<file path="src/rtl/utopia_rx_pkg.sv">
package utopia_rx_pkg;
  typedef enum logic [1:0] {
    MODE_IDLE0  = 2'b00,
    MODE_MASTER = 2'b01,
    MODE_SLAVE  = 2'b10,
    MODE_IDLE3  = 2'b11
  } rx_mode_e;

  typedef struct packed {
    logic       soc;
    logic       eoc;
    logic       err;
    logic       abort;
    logic [7:0] data;
  } rx_entry_t;

  localparam int ENTRY_W = $bits(rx_entry_t);
endpackage

</file>
<file path="src/rtl/utopia_rx_fifo.sv">
module utopia_rx_fifo #(
  parameter int DEPTH = 64,
  parameter int WIDTH = 12
) (
  input  logic                           clk_i,
  input  logic                           rst_ni,
  input  logic                           push_i,
  input  logic [WIDTH-1:0]               wdata_i,
  input  logic                           pop_i,
  output logic [WIDTH-1:0]               rdata_o,
  output logic [$clog2(DEPTH+1)-1:0]     count_o
);
  localparam int AW = (DEPTH > 1) ? $clog2(DEPTH) : 1;
  localparam int CW = $clog2(DEPTH+1);
  localparam logic [AW-1:0] LAST_PTR = AW'(DEPTH-1);

  logic [WIDTH-1:0] mem_q [DEPTH];
  logic [AW-1:0]    wr_ptr_q, rd_ptr_q;
  logic [CW-1:0]    cnt_q;
  logic             do_pop;

  assign do_pop  = pop_i && (cnt_q != '0);
  assign rdata_o = mem_q[rd_ptr_q];
  assign count_o = cnt_q;

  always_ff @(posedge clk_i) begin
    if (push_i) mem_q[wr_ptr_q] <= wdata_i;
  end

  always_ff @(posedge clk_i or negedge rst_ni) begin
    if (!rst_ni) begin
      wr_ptr_q <= '0;
      rd_ptr_q <= '0;
      cnt_q    <= '0;
    end else begin
      if (push_i) wr_ptr_q <= (wr_ptr_q == LAST_PTR) ? '0 : wr_ptr_q + 1'b1;
      if (do_pop) rd_ptr_q <= (rd_ptr_q == LAST_PTR) ? '0 : rd_ptr_q + 1'b1;
      case ({push_i, do_pop})
        2'b10:   cnt_q <= cnt_q + 1'b1;
        2'b01:   cnt_q <= cnt_q - 1'b1;
        default: cnt_q <= cnt_q;
      endcase
    end
  end
endmodule

</file>
<file path="src/rtl/utopia_rx_hs.sv">
module utopia_rx_hs #(
  parameter int DEPTH      = 64,
  parameter int CELL_BYTES = 53
) (
  input  logic                       clk_i,
  input  logic                       rst_ni,
  input  logic [1:0]                 mode_i,
  input  logic [$clog2(DEPTH+1)-1:0] count_i,
  input  logic                       clav_i,
  input  logic                       enb_ni,
  output logic                       enb_no,
  output logic                       full_o,
  output logic                       take_o
);
  import utopia_rx_pkg::*;
  localparam int CW = $clog2(DEPTH+1);
  localparam logic [CW-1:0] ROOM_LIMIT = CW'(DEPTH - CELL_BYTES);
  localparam logic [CW-1:0] FULL_CNT   = CW'(DEPTH);

  logic is_master, is_slave, fifo_full, ready_now, ready_q;

  assign is_master = (rx_mode_e'(mode_i) == MODE_MASTER);
  assign is_slave  = (rx_mode_e'(mode_i) == MODE_SLAVE);
  assign fifo_full = (count_i == FULL_CNT);
  // at least one whole cell of room left
  assign ready_now = is_master && (count_i <= ROOM_LIMIT);
  assign enb_no    = ~ready_now;
  assign full_o    = is_slave && fifo_full;

  // readiness announced one cycle ahead of the transfer
  always_ff @(posedge clk_i or negedge rst_ni) begin
    if (!rst_ni) ready_q <= 1'b0;
    else         ready_q <= ready_now;
  end

  always_comb begin
    take_o = 1'b0;
    if (is_master)     take_o = ready_q && !clav_i;
    else if (is_slave) take_o = !enb_ni && !fifo_full;
  end
endmodule

</file>
<file path="src/rtl/utopia_rx_align.sv">
module utopia_rx_align #(
  parameter int CELL_BYTES = 53
) (
  input  logic                      clk_i,
  input  logic                      rst_ni,
  input  logic                      take_i,
  input  logic [7:0]                data_i,
  input  logic                      par_i,
  input  logic                      soc_i,
  output logic                      push_o,
  output utopia_rx_pkg::rx_entry_t  entry_o
);
  localparam int CW = $clog2(CELL_BYTES);
  localparam logic [CW-1:0] LAST_IDX = CW'(CELL_BYTES-1);

  logic [CW-1:0] cnt_q, cnt_d;
  logic          err_q, err_d;
  logic          par_bad;

  assign par_bad = ~(^{data_i, par_i});

  always_comb begin
    push_o        = 1'b0;
    entry_o       = '0;
    entry_o.data  = data_i;
    cnt_d         = cnt_q;
    err_d         = err_q;
    if (take_i) begin
      if (soc_i) begin
        push_o        = 1'b1;
        entry_o.soc   = 1'b1;
        entry_o.abort = (cnt_q != '0);
        cnt_d         = CW'(1);
        err_d         = par_bad;
      end else if (cnt_q != '0) begin
        push_o = 1'b1;
        if (cnt_q == LAST_IDX) begin
          entry_o.eoc = 1'b1;
          entry_o.err = err_q | par_bad;
          cnt_d       = '0;
          err_d       = 1'b0;
        end else begin
          cnt_d = cnt_q + 1'b1;
          err_d = err_q | par_bad;
        end
      end
    end
  end

  always_ff @(posedge clk_i or negedge rst_ni) begin
    if (!rst_ni) begin
      cnt_q <= '0;
      err_q <= 1'b0;
    end else begin
      cnt_q <= cnt_d;
      err_q <= err_d;
    end
  end
endmodule

</file>
<file path="src/rtl/utopia_rx_port.sv">
module utopia_rx_port #(
  parameter int DEPTH      = 64,
  parameter int CELL_BYTES = 53
) (
  input  logic       clk_i,
  input  logic       rst_ni,
  input  logic [1:0] mode_i,
  input  logic [7:0] rx_data_i,
  input  logic       rx_par_i,
  input  logic       rx_soc_i,
  input  logic       rx_clav_i,
  input  logic       rx_enb_ni,
  output logic       rx_enb_no,
  output logic       rx_full_o,
  output logic       cell_valid_o,
  input  logic       cell_ready_i,
  output logic [7:0] cell_data_o,
  output logic       cell_soc_o,
  output logic       cell_eoc_o,
  output logic       cell_err_o,
  output logic       cell_abort_o
);
  import utopia_rx_pkg::*;
  localparam int CW = $clog2(DEPTH+1);

  logic          take, push;
  logic [CW-1:0] fifo_cnt;
  rx_entry_t     wr_entry, rd_entry;
  logic [ENTRY_W-1:0] rd_raw;

  utopia_rx_hs #(.DEPTH(DEPTH), .CELL_BYTES(CELL_BYTES)) u_hs (
    .clk_i   (clk_i),
    .rst_ni  (rst_ni),
    .mode_i  (mode_i),
    .count_i (fifo_cnt),
    .clav_i  (rx_clav_i),
    .enb_ni  (rx_enb_ni),
    .enb_no  (rx_enb_no),
    .full_o  (rx_full_o),
    .take_o  (take)
  );

  utopia_rx_align #(.CELL_BYTES(CELL_BYTES)) u_align (
    .clk_i   (clk_i),
    .rst_ni  (rst_ni),
    .take_i  (take),
    .data_i  (rx_data_i),
    .par_i   (rx_par_i),
    .soc_i   (rx_soc_i),
    .push_o  (push),
    .entry_o (wr_entry)
  );

  utopia_rx_fifo #(.DEPTH(DEPTH), .WIDTH(ENTRY_W)) u_fifo (
    .clk_i   (clk_i),
    .rst_ni  (rst_ni),
    .push_i  (push),
    .wdata_i (wr_entry),
    .pop_i   (cell_ready_i),
    .rdata_o (rd_raw),
    .count_o (fifo_cnt)
  );

  assign rd_entry     = rx_entry_t'(rd_raw);
  assign cell_valid_o = (fifo_cnt != '0);
  assign cell_data_o  = rd_entry.data;
  assign cell_soc_o   = rd_entry.soc;
  assign cell_eoc_o   = rd_entry.eoc;
  assign cell_err_o   = rd_entry.err;
  assign cell_abort_o = rd_entry.abort;
endmodule

</file>
<file path="config.mk">
export PLATFORM = sky130hd
export DESIGN_NAME = utopia_rx_port
export DESIGN_NICKNAME = d
export VERILOG_FILES = /design/src/rtl/utopia_rx_pkg.sv /design/src/rtl/utopia_rx_fifo.sv /design/src/rtl/utopia_rx_hs.sv /design/src/rtl/utopia_rx_align.sv /design/src/rtl/utopia_rx_port.sv
export SDC_FILE = /design/constraint.sdc
export NUM_CORES = 1
export LEC_CHECK = 0
export BUFFER_PORTS_ARGS = -buffer_cell sky130_fd_sc_hd__buf_2
export CAP_MARGIN = 20
export CORE_MARGIN = 2
export CORE_UTILIZATION = 35
export DETAILED_ROUTE_END_ITERATION = 7
export PLACE_DENSITY_LB_ADDON = 0.12
export SLEW_MARGIN = 10
export SYNTH_ARGS = -nofsm -noshare
export SYNTH_HDL_FRONTEND = slang
export SYNTH_SLANG_ARGS = --single-unit
</file>
<file path="constraint.sdc">
create_clock -name clk_i -period 6.6 [get_ports clk_i]
set_input_delay 0.33 -clock clk_i [delete_from_list [all_inputs] [get_ports clk_i]]
set_output_delay 0.33 -clock clk_i [all_outputs]
set_load 0.03 [all_outputs]
</file>
==> results by group, run 1 <==
Clock tree
  • TritonCTS clock tree: yes
  • CTS resizes: 0
  • # hold bufs at CTS: 3
  • Clock Tree Buf Depth: 3
  • Sink Count: around 800
  • Total CTS buffers: 88
  • Root Driver: clkbuf_16
  • CTS HTree Levels: 3
  • Post-CTS Setup Bufs: 0
  • Clock Latency Late Sink: ~650 ps
  • Worst-path clk slew: about 60 ps

Synthesis
  • Synth unique cells: 67
  • Post-Synthesis Cell Area: 31,300 µm²
  • Top FF cell, synth: edfxtp_1
  • Number of synthesized register bits: 795
  • Share of the synthesized area in the top cell type: 73.7%
  • Async set or reset register ratio after synthesis: under 10%
  • Count of warnings emitted by yosys: 0
  • Synth area leaders: edfxtp_1 (74%), mux4_2 (12%), dfrtp_1 (2.2%)
  • Number of synthesized flops with an enable pin: 768
  • Synth Area per Inst: 20.4 µm²
  • Register area share after synthesis: 75.8%
  • Synth area leader: edfxtp_1
  • Post-Syn Nets: 1,561
  • Post-Synthesis Cells: 1,533

Layout
  • Layout cells sized above 1: roughly a quarter
  • Fill cells: 7,771
  • Commonest non-fill, non-tap cell in the layout: edfxtp_1
  • Fin cells: 2,877
  • Area Overhead vs Synth: 15.3%
  • Ant diodes: 0
  • Most frequent cells in the layout: edfxtp_1 (768), mux4_2 (165), clkbuf_16 (89), buf_4 (64), nor2_1 (62)
  • Final net count: 1,668
  • Final core occ: between 40% and 50%

STA
  • Setup TNS: 0 ps
  • Final Hold Viols: 0
  • RSZ-0062 raised after global routing: no
  • Final setup fails: 0
  • Worst slew pin tran: 1210 ps
  • Pins over their slew limit: 0
  • Min Tclk post-route: 4810 ps
  • Final WS setup: 1790 ps
  • Final worst-path cycle share: between 70% and 80%
  • Maximum clock rate: approximately 210 MHz
  • Hold slack final: 75.0 ps
  • Clock Skew: 28.8 ps
  • Max_slew headroom: 18.6%

Global routing
  • First-pass GRT wire length: approximately 120 mm
  • All-Layer GR Usage: 17.6%
  • Gr ovfl total: 0
  • Maximum number of pins on one net before global-route repair: 81
  • Number of global-route vias before repair: 15.8k
  • Initial antenna violation count: 0

Die
  • Die ar.: between 90,000 and 100,000 µm²
  • Site Rows: 109
  • Die X: 303 µm
  • Num ports: 32
  • Core Box Area: between 80,000 and 90,000 µm²
  • Die Y: between 300 and 400 µm
  • Initial Util: 35.4%

Setup path
  • Crit start category: flop
  • Critical path required time: 6270 ps
  • Worst EP arrival: 4480 ps
  • WS Path Type: reg2out
  • Reg2reg path depth: 6
  • Worst Path Max Fanout: 56
  • Worst Setup End Kind: primary output

Detailed routing
  • First DRT Iteration DRCs: about 1.2k
  • Routed Antenna Nets: 0
  • Via/cell ratio: 5.33
  • DRT Pass-1 Iters: 7
  • Vias: 15.3k
  • Avg WL per Cell: 27.7 µm
  • Final wirelength: 79.7 mm
  • Remaining DRCs: 0

Power and ir drop
  • P_leak: 0.0117 µW
  • NetSw: between 4000 and 5000 µW
  • Sw frac: 31.2%
  • Combinational share of power: 26.3%
  • VDD IR-drop max: 286 µV
  • Internal power: 10,100 µW
  • Part of the power in registers: between 40% and 50%
  • Clock power frac: 33.6%
  • Power density cells: 408 nW/µm²

Flow run
  • Max Cap Viol: 0

Outcome
  • Status: finished, final reports clean

Min path
  • Hold depth: 2
  • Hold Crit Class: in2reg

Placed design
  • Place WS: 2410 ps
  • Placed cell count: 2,712
  • Post-DP HPWL: between 40 and 50 mm
  • Port Buf Inserts: 31
  • Routability cong.: between 0.7 and 0.8
[cells in the mapped netlist, types with 7 or more instances]
library cell    n
edfxtp_1      768
ha_1           10
a21oi_1        25
buf_2          19
mux4_2        165
nor2_1         83
clkbuf_1       42
o22ai_1        15
a22oi_1        35
nand3_1        13
o221ai_1        8
mux2_2          7
inv_1          17
or3_1          10
mux2i_1        46
xnor2_1        13
buf_6          11
nand2_1        30
a22o_1         19
buf_4          11
dfrtp_1        27
a211oi_1       25
buf_1           8
o21ai_0        17
[layout make-up]
cell class	instances	area [µm²]	area share, %
Timing Repair Buffer	109	823	2.28
Sequential cell	795	23700	65.8
Clock inverter	59	636	1.76
Clock buffer	103	2290	6.34
Inverter	17	63.8	0.177
Tap cell	1165	1460	4.04
Multi-Input combinational cell	629	7080	19.6
[worst paths after layout]
kind | from | slack (ps) | to
max in group asynchronous | rst_ni | 5750 | u_fifo.rd_ptr_q[1]$_DFFE_PN0P_
min reg2reg | u_fifo.count_o[6]$_DFFE_PN0P_ | 530 | u_fifo.count_o[6]$_DFFE_PN0P_
min in group asynchronous | rst_ni | 280 | u_hs.ready_q$_DFF_PN0_
max | u_fifo.rd_ptr_q[1]$_DFFE_PN0P_ | 1790 | cell_abort_o
min | rx_soc_i | 80 | u_align.cnt_q[5]$_DFFE_PN0P_
max reg2reg | u_hs.ready_q$_DFF_PN0_ | 2920 | u_fifo.mem_q[34][9]$_DFFE_PP_
[cells by family after synthesis]
group,after synthesis,share of synthesized area (%)
buf+inv,109,1.83
compound gates,191,4.51
mux,222,13.9
xor+xnor,16,0.448
fa+ha+maj,11,0.464
simple gates,189,2.98
flops,795,75.8
[critical path, stage by stage (launching register included)]
cell      delay (ps)
dfrtp_4          980
buf_4            620
mux4_2           390
a22o_1           270
a211oi_1         770
a211oi_1         180
or3_1            410
buf_2            200
[power by group through the flow]
stage               combinational, µW  clock (µW)  sequential (µW)
finish                           3870        4940             5910
global route                     4140        5250             5940
CTS                              3970        5060             5920
detailed placement               3950           0             6020
global placement                 3950           0             6020
floorplan                        2850           0             5780
[stage by stage]
| stage | area [µm²] | power [µW] |
|---|---|---|
| after CTS | 36100 | 14900 |
| after global placement | 33000 | 9970 |
| after floorplan | 31300 | 8630 |
| final | 36100 | 14700 |
| after global routing | 36100 | 15300 |
| after detailed placement | 33100 | 9970 |
[layer usage]
layer  vias up  routed length (µm)  global-route usage [%]
met2       347               38200                    28.0
li1       6621                   -                       -
met1      8286               36100                    25.3
met5         -                   0                       0
met4         0                1640                    5.16
met3        83                3780                    2.66
[flip-flops by register name, indices dropped and copies added (netlist names)]
register and count:
u_fifo.count_o 7, u_fifo.wr_ptr_q 6, u_hs.ready_q 1, u_align.err_q 1, u_align.cnt_q 6, u_fifo.mem_q 768
u_fifo.rd_ptr_q 6
No activity file was read; power rests on OpenSTA's default activity.
==> inputs of run 2 (changes only) <==
ABC_AREA = 1   (was not set)
clock period = 4.62 ns   (was 6.6 ns; I/O delays follow)
==> run 2 against run 1 <==
  * Die area is 10% higher
  * Largest cell class unchanged
  * Highest routed layer unchanged
  * Core utilization down 0.77 points
  * Via count increased by 51%
  * Area after synthesis rose by 10%
  * Total power up 51%
  * Combinational power is 81% higher
  * Global-route usage increased by 1.8 points
  * Clock skew is 6.4 ps lower
  * Non-clock buffer count increased by 29
==> results by group, run 2 <==
Die
  • Num ports: 32
  • Die X: roughly 320 µm
  • Site Rows: around 120
  • Core Box Area: 98,100 µm²
  • Die ar.: 101,000 µm²
  • Initial Util: between 30% and 40%
  • Die Y: 318 µm

STA
  • RSZ-0062 raised after global routing: no
  • Max_slew headroom: 25.5%
  • Setup TNS: 0 ps
  • Hold slack final: 150 ps
  • Min Tclk post-route: 3850 ps
  • Final Hold Viols: 0
  • Clock Skew: 22.4 ps
  • Final WS setup: 774 ps
  • Final setup fails: 0
  • Worst slew pin tran: between 1000 and 1500 ps
  • Final worst-path cycle share: 83.2%
  • Pins over their slew limit: 0
  • Maximum clock rate: approximately 260 MHz

Flow run
  • Max Cap Viol: 0

Synthesis
  • Share of the synthesized area in the top cell type: roughly 67%
  • Synth Area per Inst: 10.3 µm²
  • Async set or reset register ratio after synthesis: 3.40%
  • Number of synthesized flops with an enable pin: roughly 770
  • Synth area leader: edfxtp_1
  • Top FF cell, synth: edfxtp_1
  • Most common library cells after synthesis: nand2_1 (1,046), edfxtp_1 (768), inv_1 (386), nand3_1 (385), nor2_1 (316)
  • Synth area leaders: edfxtp_1 (67%), nand2_1 (11%), nand3_1 (5.6%)
  • Post-Synthesis Cell Area: 34,500 µm²
  • Register area share after synthesis: approximately 69%
  • Number of synthesized register bits: 795
  • Count leader, synth: nand2_1
  • Post-Syn Nets: 3,367
  • Count of warnings emitted by yosys: 0
  • Post-Synthesis Cells: 3,339
  • Synth unique cells: 36

Layout
  • Largest Register: u_fifo.mem_q
  • Fin cells: 4,761
  • Largest register FFs: 768
  • Layout cells sized above 1: 8.72%
  • Area Overhead vs Synth: 13.7%
  • Most frequent cells in the layout: nand2_1 (1,046), edfxtp_1 (768), nand3_1 (385), inv_1 (382), nor2_1 (313)
  • Final net count: between 3k and 4k
  • Commonest non-fill, non-tap cell in the layout: nand2_1

Detailed routing
  • Via/cell ratio: 4.85
  • Avg WL per Cell: 20.9 µm
  • First DRT Iteration DRCs: 1,993
  • DRT Pass-1 Iters: 5
  • Vias: 23.1k
  • Routed Antenna Nets: 0
  • Final wirelength: 99.4 mm
  • Remaining DRCs: 0

Setup path
  • Worst EP arrival: 3610 ps
  • Critical path required time: 4390 ps
  • Reg2reg path depth: 18
  • WS Path Type: reg2out
  • Worst Setup End Kind: primary output
  • Worst Path Max Fanout: 40
  • Crit start category: flop

Global routing
  • All-Layer GR Usage: 19.4%
  • First-pass GRT wire length: about 150 mm
  • Initial antenna violation count: 2
  • Number of global-route vias before repair: roughly 22k
  • Gr ovfl total: 0
  • Maximum number of pins on one net before global-route repair: 187

Placed design
  • Routability cong.: 0.838
  • Post-DP HPWL: around 58 mm
  • Port Buf Inserts: 31
  • Placed cell count: 4,589
  • Place WS: 1280 ps

Clock tree
  • Clock Tree Buf Depth: 3
  • CTS resizes: 0
  • CTS HTree Levels: 3
  • Root Driver: clkbuf_16
  • Sink Count: 795
  • Total CTS buffers: between 80 and 90
  • Clock Latency Late Sink: 660 ps
  • Worst-path clk slew: ~60 ps
  • Post-CTS Setup Bufs: 0
  • TritonCTS clock tree: yes

Min path
  • Hold Crit Class: in2reg
  • Hold depth: 1

Power and ir drop
  • Power density cells: ~560 nW/µm²
  • VDD IR-drop max: 646 µV
  • Pwr Total: 22,200 µW
  • P_leak: ~0.016 µW

Outcome
  • Status: finished, final reports clean
## run 2: final timing paths
check / to / slack, ps / from
worst min-delay path: u_fifo.mem_q[45][7]$_DFFE_PP_ / 150 / rx_data_i[7]
max in group asynchronous: u_fifo.rd_ptr_q[0]$_DFFE_PN0P_ / 3810 / rst_ni
worst max register to register: u_fifo.count_o[6]$_DFFE_PN0P_ / 1390 / u_align.cnt_q[0]$_DFFE_PN0P_
worst max-delay path: cell_abort_o / 770 / u_fifo.rd_ptr_q[2]$_DFFE_PN0P_
min in group asynchronous: u_fifo.count_o[2]$_DFFE_PN0P_ / 190 / rst_ni
worst min register to register: u_align.err_q$_DFFE_PN0P_ / 510 / u_align.err_q$_DFFE_PN0P_
## run 2: power breakdown
group          total [µW]  internal [µW]  switching (µW)  leakage (µW)
Clock                6950           3980            2980       0.00138
Sequential           8230           8050             182       0.00708
Combinational        6990           1840            5150       0.00730
Total               22200          13900            8310        0.0158
## run 2: worst max-delay path: stages (launching register included)
cell and delay [ps]:
dfrtp_2 550, nand2_1 300, inv_2 830, buf_4 290
nand2_1 60, nand2_1 70, inv_1 60, nand2_1 100
nand2_1 60, nand2_1 120, inv_1 60, nand2_1 170
buf_2 240
## run 2: stage by stage
stage | utilization, % | cell area (µm²)
after floorplan | - | 34500
after global placement | 37.0 | 36300
after detailed placement | 37.1 | 36400
after CTS | 40.0 | 39200
after global routing | 40.0 | 39300
final | 40.0 | 39300
## run 2: layout make-up
cell class              count  area [µm²]
clock inverters            57         561
diodes                      1        2.50
flip-flops and latches    795       23700
repair buffers            138        1100
fillers                  9505       58900
inverters                 403        1530
well taps                1287        1610
clock buffers             104        2260
multi-input cells        1976        8460
## run 2: repair_timing
action                                  in CTS  in global routing
endpoints found under the setup margin       0                  0
endpoints found under the hold margin       32                  0
hold buffers                                 4                  0
## run 2: logic make-up (layout without fill, tap and decap cells)
| family | after synthesis | count (layout) | share of synthesized area, % |
|---|---|---|---|
| buffers and inverters | 568 | 702 | 6.95 |
| DFF | 795 | 795 | 68.8 |
| AOI/OAI and AO/OA | 163 | 163 | 2.38 |
| adders and majority gates | 11 | 11 | 0.420 |
| other | 0 | 1 | 0 |
| and+or+nand+nor | 1784 | 1784 | 21.0 |
| xor gates and xnor gates | 18 | 18 | 0.457 |
## run 2: routing by layer
layer | vias up | part of all wire [%] | global-route usage (%)
met5 | - | 0 | 0
met4 | 0 | 2.2 | 5.18
met3 | 144 | 3.9 | 2.22
met2 | 511 | 49 | 33.0
met1 | 11379 | 45 | 26.5
li1 | 11067 | - | -
